==> config.mk <==
export PLATFORM = sky130hd
export DESIGN_NAME = modctl_regs
export DESIGN_NICKNAME = d
export VERILOG_FILES = /design/src/rtl/modctl_regs.sv
export SDC_FILE = /design/constraint.sdc
export NUM_CORES = 1
export LEC_CHECK = 0
export BUFFER_PORTS_ARGS = -buffer_cell sky130_fd_sc_hd__buf_2
export CAP_MARGIN = 20
export CORE_ASPECT_RATIO = 1.1
export CORE_UTILIZATION = 44
export DETAILED_ROUTE_END_ITERATION = 8
export PLACE_DENSITY = 0.8
export SYNTH_ARGS = -nofsm -noshare
export SYNTH_HDL_FRONTEND = slang
export SYNTH_SLANG_ARGS = --single-unit
==> constraint.sdc <==
create_clock -name clk -period 2.1 [get_ports clk]
set_input_delay 0.42 -clock clk [delete_from_list [all_inputs] [get_ports clk]]
set_output_delay 0.42 -clock clk [all_outputs]
set_load 0.02 [all_outputs]
==> src/rtl/modctl_regs.sv <==
`timescale 1ns/1ps
module modctl_regs #(
  parameter int unsigned CLK_HZ     = 40_000_000,
  parameter int unsigned RX_RST_NS  = 500,
  parameter int unsigned CFG_RST_NS = 1500
) (
  input  logic        clk,
  input  logic        rst_n,
  input  logic        host_wr,
  input  logic        host_addr,
  input  logic [15:0] host_wdata,
  output logic [15:0] host_rdata,
  input  logic        cfg_load,
  input  logic [6:0]  geo_pins,
  input  logic        rx_ready,
  output logic [3:0]  geo_override,
  output logic        clk_sel_rx,
  output logic        prot_mode,
  output logic [3:0]  tx_disable,
  output logic        rx_rst_n,
  output logic        cfg_rst_n,
  output logic [6:0]  bus_rst,
  output logic [1:0]  optics_rst
);
  localparam logic [63:0] NS_PER_S = 64'd1_000_000_000;
  localparam int unsigned RX_CYC  = 32'((64'(RX_RST_NS)  * 64'(CLK_HZ) + NS_PER_S - 64'd1) / NS_PER_S);
  localparam int unsigned CFG_CYC = 32'((64'(CFG_RST_NS) * 64'(CLK_HZ) + NS_PER_S - 64'd1) / NS_PER_S);
  localparam int RX_W  = $clog2(RX_CYC + 1);
  localparam int CFG_W = $clog2(CFG_CYC + 1);

  logic wr_ctrl, wr_rst, mod_rst;
  logic [3:0] geo_map;
  logic [RX_W-1:0]  rx_cnt;
  logic [CFG_W-1:0] cfg_cnt;

  assign wr_ctrl = host_wr & ~host_addr;
  assign wr_rst  = host_wr &  host_addr;
  assign mod_rst = wr_rst & host_wdata[0];
  assign geo_map = {geo_pins[6], geo_pins[5], geo_pins[4], geo_pins[0]};

  always_ff @(posedge clk) begin
    if (!rst_n) begin
      geo_override <= '0;
      clk_sel_rx   <= 1'b1;
      prot_mode    <= 1'b1;
      tx_disable   <= '0;
    end else if (mod_rst) begin
      geo_override <= geo_map;
      clk_sel_rx   <= 1'b1;
      prot_mode    <= 1'b1;
      tx_disable   <= '0;
    end else begin
      if (cfg_load)     geo_override <= geo_map;
      else if (wr_ctrl) geo_override <= host_wdata[3:0];
      if (wr_ctrl) begin
        prot_mode  <= host_wdata[5];
        tx_disable <= host_wdata[15:12];
        if (!host_wdata[4] || rx_ready) clk_sel_rx <= host_wdata[4];
      end
    end
  end

  always_ff @(posedge clk) begin
    if (!rst_n) begin
      rx_cnt     <= '0;
      cfg_cnt    <= '0;
      bus_rst    <= '0;
      optics_rst <= '0;
    end else begin
      if (wr_rst && host_wdata[1]) rx_cnt <= RX_W'(RX_CYC);
      else if (rx_cnt != '0)       rx_cnt <= rx_cnt - 1'b1;
      if (wr_rst && host_wdata[3]) cfg_cnt <= CFG_W'(CFG_CYC);
      else if (cfg_cnt != '0)      cfg_cnt <= cfg_cnt - 1'b1;
      bus_rst    <= wr_rst ? {host_wdata[15:11], host_wdata[9], host_wdata[2]} : 7'd0;
      optics_rst <= wr_rst ? {host_wdata[10], host_wdata[8]} : 2'd0;
    end
  end

  assign rx_rst_n  = (rx_cnt == '0);
  assign cfg_rst_n = (cfg_cnt == '0);
  assign host_rdata = host_addr ? 16'h0000
                    : {tx_disable, 6'b0, prot_mode, clk_sel_rx, geo_override};

  p_clksel_guard_r3: assert property (@(posedge clk) disable iff (!rst_n)
    (!clk_sel_rx && !rx_ready && !mod_rst) |=> !clk_sel_rx);
  p_txdis_hold_r5: assert property (@(posedge clk) disable iff (!rst_n)
    (!wr_ctrl && !mod_rst) |=> $stable(tx_disable));
  p_rx_pulse_cause_r7: assert property (@(posedge clk) disable iff (!rst_n)
    $fell(rx_rst_n) |-> $past(wr_rst && host_wdata[1]));
  p_cfg_pulse_cause_r8: assert property (@(posedge clk) disable iff (!rst_n)
    $fell(cfg_rst_n) |-> $past(wr_rst && host_wdata[3]));
  p_bus_strobe_cause_r10: assert property (@(posedge clk) disable iff (!rst_n)
    bus_rst[0] |-> $past(wr_rst && host_wdata[2]));
  p_optics_cause_r11: assert property (@(posedge clk) disable iff (!rst_n)
    optics_rst[1] |-> $past(wr_rst && host_wdata[10]));
endmodule

-- Yosys cells after proc, flatten, opt, wreduce, memory -nomap -nowiden
Cells that the tools add are included.
- word-level logic and storage cells: 41
- bits of input ports: 29
- register bits: 30
- multiplexer cells: 8
- reductions and logical operators: 16
- add/sub/neg operators: 2
- bitwise logic cells: 5
- operators with widths (kind ; count):
    $mux 16 ; 1
    $mux 4 ; 3
    $mux 6 ; 2
    $mux 5 ; 2
    $logic_not 6->1 ; 1
    $reduce_bool 6->1 ; 1
    $reduce_or 2->1 ; 3
    $sub 6x1->6 const B ; 1
    $logic_not 5->1 ; 1
    $reduce_bool 5->1 ; 1
    $sub 5x1->5 const B ; 1
    $reduce_and 2->1 ; 2
    $reduce_bool 2->1 ; 2
    $and 1x1->1 ; 3
    $reduce_bool 3->1 ; 1
    $logic_and 1x1->1 ; 2
    $not 1->1 ; 2
    $logic_not 1->1 ; 1
    $logic_or 1x1->1 ; 1

-- Logic depth before layout (Yosys ltp)
- depth after elaboration: 5
- mapped depth: 5
- gate-level depth less buffers: 5

-- Least setup slack after synthesis
No wires, ideal clock.
- path type: register -> output
- start point: reg cfg_cnt[0]
- end point: out cfg_rst_n
- path buffers: 0
- cell stages (with the launch flop): 6
- setup slack: 0.222 ns
- required time: 1.680 ns
- arrival time: 1.458 ns
- cells stage by stage: dfxtp_1 inv_1 ha_1 or3b_1 or3_1 inv_1
- word-level cells in the longest chain between the ends: 1
- ends and longest elaborated chain (element ; line ; text):
    start, declared ; 34 ; logic [CFG_W-1:0] cfg_cnt;
    start signal, assigned ; 72 ; if (wr_rst && host_wdata[3]) cfg_cnt <= CFG_W'(CFG_CYC);
    start signal, assigned ; 73 ; else if (cfg_cnt != '0) cfg_cnt <= cfg_cnt - 1'b1;
    $logic_not 6->1 ; 80 ; assign cfg_rst_n = (cfg_cnt == '0);
    end, declared ; 21 ; output logic cfg_rst_n,
No other way between the ends.

-- Worst setup path after layout
- start point: reg cfg_cnt[1]
- end point: out cfg_rst_n
Same word-level chain as after synthesis.

==> flow_summary.ini <==
[outcome]
status = finished, violations left
violations_in_the_final_reports = negative setup slack

[synthesis]
syn-mean-instance-area_um2 = 8.71
yosysWarnings = 0
ys_seq_elements = 30
ys.flop_type = dfxtp_1
async_flop_share_pct = 0
netlist_area_um2 = 1310
synth-edff-count = 0
synth_cell_types = 34
yosysSeqAreaShare_pct = 46.0
postSynthCellCount = 150

[final_layout]
stdcell_count = 248
layout.filler_cells = 255
num_antenna_cells = 0
fin_area_um2 = 1750
finalNetCount = 246
register_area_um2 = 603
area_growth_pct = 33.6
final_layout_size_suffix_gt1_share_pct = 38.1
multi_input_area_um2 = 649

[timing]
hold-worst-slack_ns = 0.279
final-setup-viol-count = 1
hold_viol_final = 0
timing.fmax_mhz = 459
worst_clk_skew_ns = 0.00200
post-route-period-util_pct = 104
grt_setup_unrepaired = yes
finalMaxSlewViolations = 0
postLayoutSetupSlackWorst_ns = -0.0795
finalSetupTns_ns = -0.0795
worst_slew_pin_slew_ns = 0.541
finalWorstPathRequiredPeriod_ns = 2.18
slew-limit-headroom_pct = 63.7

[detailed_routing]
post_detailed_route_wirelength_per_cell_um = 12.2
drt_iter0_drc = 13
route.final.wire_length_um = 3040
detail_route.drc_violations = 0
detailedRoute.firstPassIterationCount = 7
route.detailed.vias_per_inst = 5.00
num_vias = 1239
antenna_left = 0

[critical_path]
crit_buf_inv = 3
crit_family = simple AND/OR/NAND/NOR gates
critical_path.cell_chain = inv_2 > ha_4 > or3b_4 > or3_4 > inv_2 > buf_6
setup.worst_path.end_class = output pin
cp-start-kind = flip-flop
slowest_stage = or3b_4
critical_path.max_stage_delay_ns = 0.38
path_max_fanout = 2
crit_type = reg2out
crit_arrival_ns = 1.76
critPathMostFrequentCell = inv_2
timing.critical_path.required_ns = 1.68

[floorplanning]
initial_core_utilization_pct = 46.6
i_o_pin_total = 66
floorplan.core_area_um2 = 2800
die_h_um = 59.1
core_rows = 20
die_w_um = 54.0
dieArea_um2 = 3190

[clock_network]
htree_levels = 2
cts_buffers = 5
buffer_levels_on_the_longest_clock_path = 2
cts-root-buf = clkbuf_4
post_cts_hold_buffer_count = 0
tritoncts = built
clock_pin_slew_on_the_worst_setup_and_hold_paths_ns = 0.10
numClockSinks = 30
clk-insertion-delay-late_ns = 0.33

[place]
total_placed_cells_including_tap_cells = 234
numPortBuffers = 54
detailed_place.area_um2 = 1590
hpwl_um = 2040
gpl.final_weighted_congestion = 0.731

[pwr]
power.total_mw = 2.20
vdd_drop_max_mv = 0.923
powerDensity_nw_per_um2 = 1260
p_leak_nw = 0.846

[global_routing]
pin_count_of_the_biggest_net_entering_global_routing = 18
antenna_violations_before_repair = 0
grt_use_total_pct = 20.1
global_route_wire_length_before_repair_um = 4540
grt_remaining_overflow = 0
via_count_of_the_first_global_routing_pass = 1135

[flow_run]
cap_viol_max_count = 0

[min_path]
worst_hold_class = in2reg
placed cells by master, fill, tap and decap left out, types with 3 or more instances in the layout:
cell type  count
a21oi_1        7
buf_4          9
nand2_1       20
nor2_1         3
clkbuf_4       5
nand3_1        3
nor3_1         3
inv_2          3
buf_2         53
nand2b_1       4
o21ai_0        5
a31oi_1        9
inv_1          5
and2_1         9
conb_1         6
nor2b_1       12
dfxtp_1       28
worst register-to-register path: cells and delay by family, from the launching register on:
| kind | cells | cell delay [ns] |
|---|---|---|
| compound gates | 1 | 0.22 |
| simple gates | 2 | 0.73 |
| buf+inv | 2 | 0.21 |
| flops | 1 | 0.34 |
| fa+ha+maj | 1 | 0.13 |
sequential cells by signal, indices dropped and copies added (netlist names):
register	flops
prot_mode	1
geo_override	4
bus_rst	7
tx_disable	4
clk_sel_rx	1
optics_rst	2
rx_cnt	5
cfg_cnt	6
kinds of logic after synthesis:
group	Yosys count	synth area share [%]
and+or+nand+nor	66	28.5
DFF	30	46.0
other	1	0.287
AOI/OAI and AO/OA	29	13.7
buffers and inverters	19	7.28
adders and majority gates	3	2.87
xor gates and xnor gates	2	1.34
timing repair:
action                     4_1_cts  5_1_grt
resized for setup               10        1
buffers inserted                 5        1
pin swaps                        2        1
setup endpoints to repair        1        1
layout make-up:
| class | instances | share of cell area [%] |
|---|---|---|
| sequential | 30 | 34.6 |
| timing repair buffer | 63 | 19.7 |
| inverter | 8 | 1.72 |
| tap | 33 | 2.37 |
| clock inverter | 3 | 2.29 |
| multi-input combinational | 106 | 37.2 |
| clock buffer | 5 | 2.15 |
synth_stat cells (2+ instances only):
| library cell | instances | area share [%] |
|---|---|---|
| a21oi_1 | 7 | 2.7 |
| nor2b_1 | 12 | 5.7 |
| nand3_1 | 3 | 1.1 |
| nand2b_1 | 4 | 1.9 |
| ha_1 | 3 | 2.9 |
| o211ai_1 | 2 | 1.1 |
| buf_4 | 6 | 3.4 |
| nand2_1 | 20 | 5.7 |
| inv_1 | 8 | 2.3 |
| nor3_1 | 3 | 1.1 |
| xnor2_1 | 2 | 1.3 |
| clkbuf_1 | 4 | 1.1 |
| a31oi_1 | 9 | 4.3 |
| o21ai_0 | 5 | 1.9 |
| and2_1 | 9 | 4.3 |
| a211oi_1 | 2 | 1.1 |
| dfxtp_1 | 30 | 46 |
| nor2_1 | 3 | 0.86 |
| or3b_1 | 3 | 2.0 |
final timing paths:
kind	start	endpoint	slack, ns	cells after the start
worst max-delay path	cfg_cnt[1]	cfg_rst_n	-0.08	6
worst min-delay path	host_wdata[11]	bus_rst[2]	0.28	2
worst min register to register	tx_disable[0]	tx_disable[0]	0.47	2
worst max register to register	cfg_cnt[1]	cfg_cnt[1]	0.39	6
through the flow:
step                setup slack, ns  util [%]
floorplan                     0.222         -
global placement              0.166      56.9
finish                      -0.0795      62.3
CTS                          -0.108      61.9
global route                 -0.129      62.3
detailed placement            0.158      56.9
power breakdown:
group | switching [mW] | internal [mW]
logic | 0.449 | 0.504
registers | 0.103 | 0.683
clock network | 0.216 | 0.246
total | 0.768 | 1.43
routing by layer:
layer / track usage, % / share of wire (%) / vias to the layer above
li1: - / - / 625
met1: 20.7 / 41 / 555
met2: 35.4 / 49 / 51
met3: 7.18 / 7.8 / 8
met4: 9.02 / 1.9 / 0
met5: 0 / 0 / -
No activity file was read; power rests on OpenSTA's default activity.
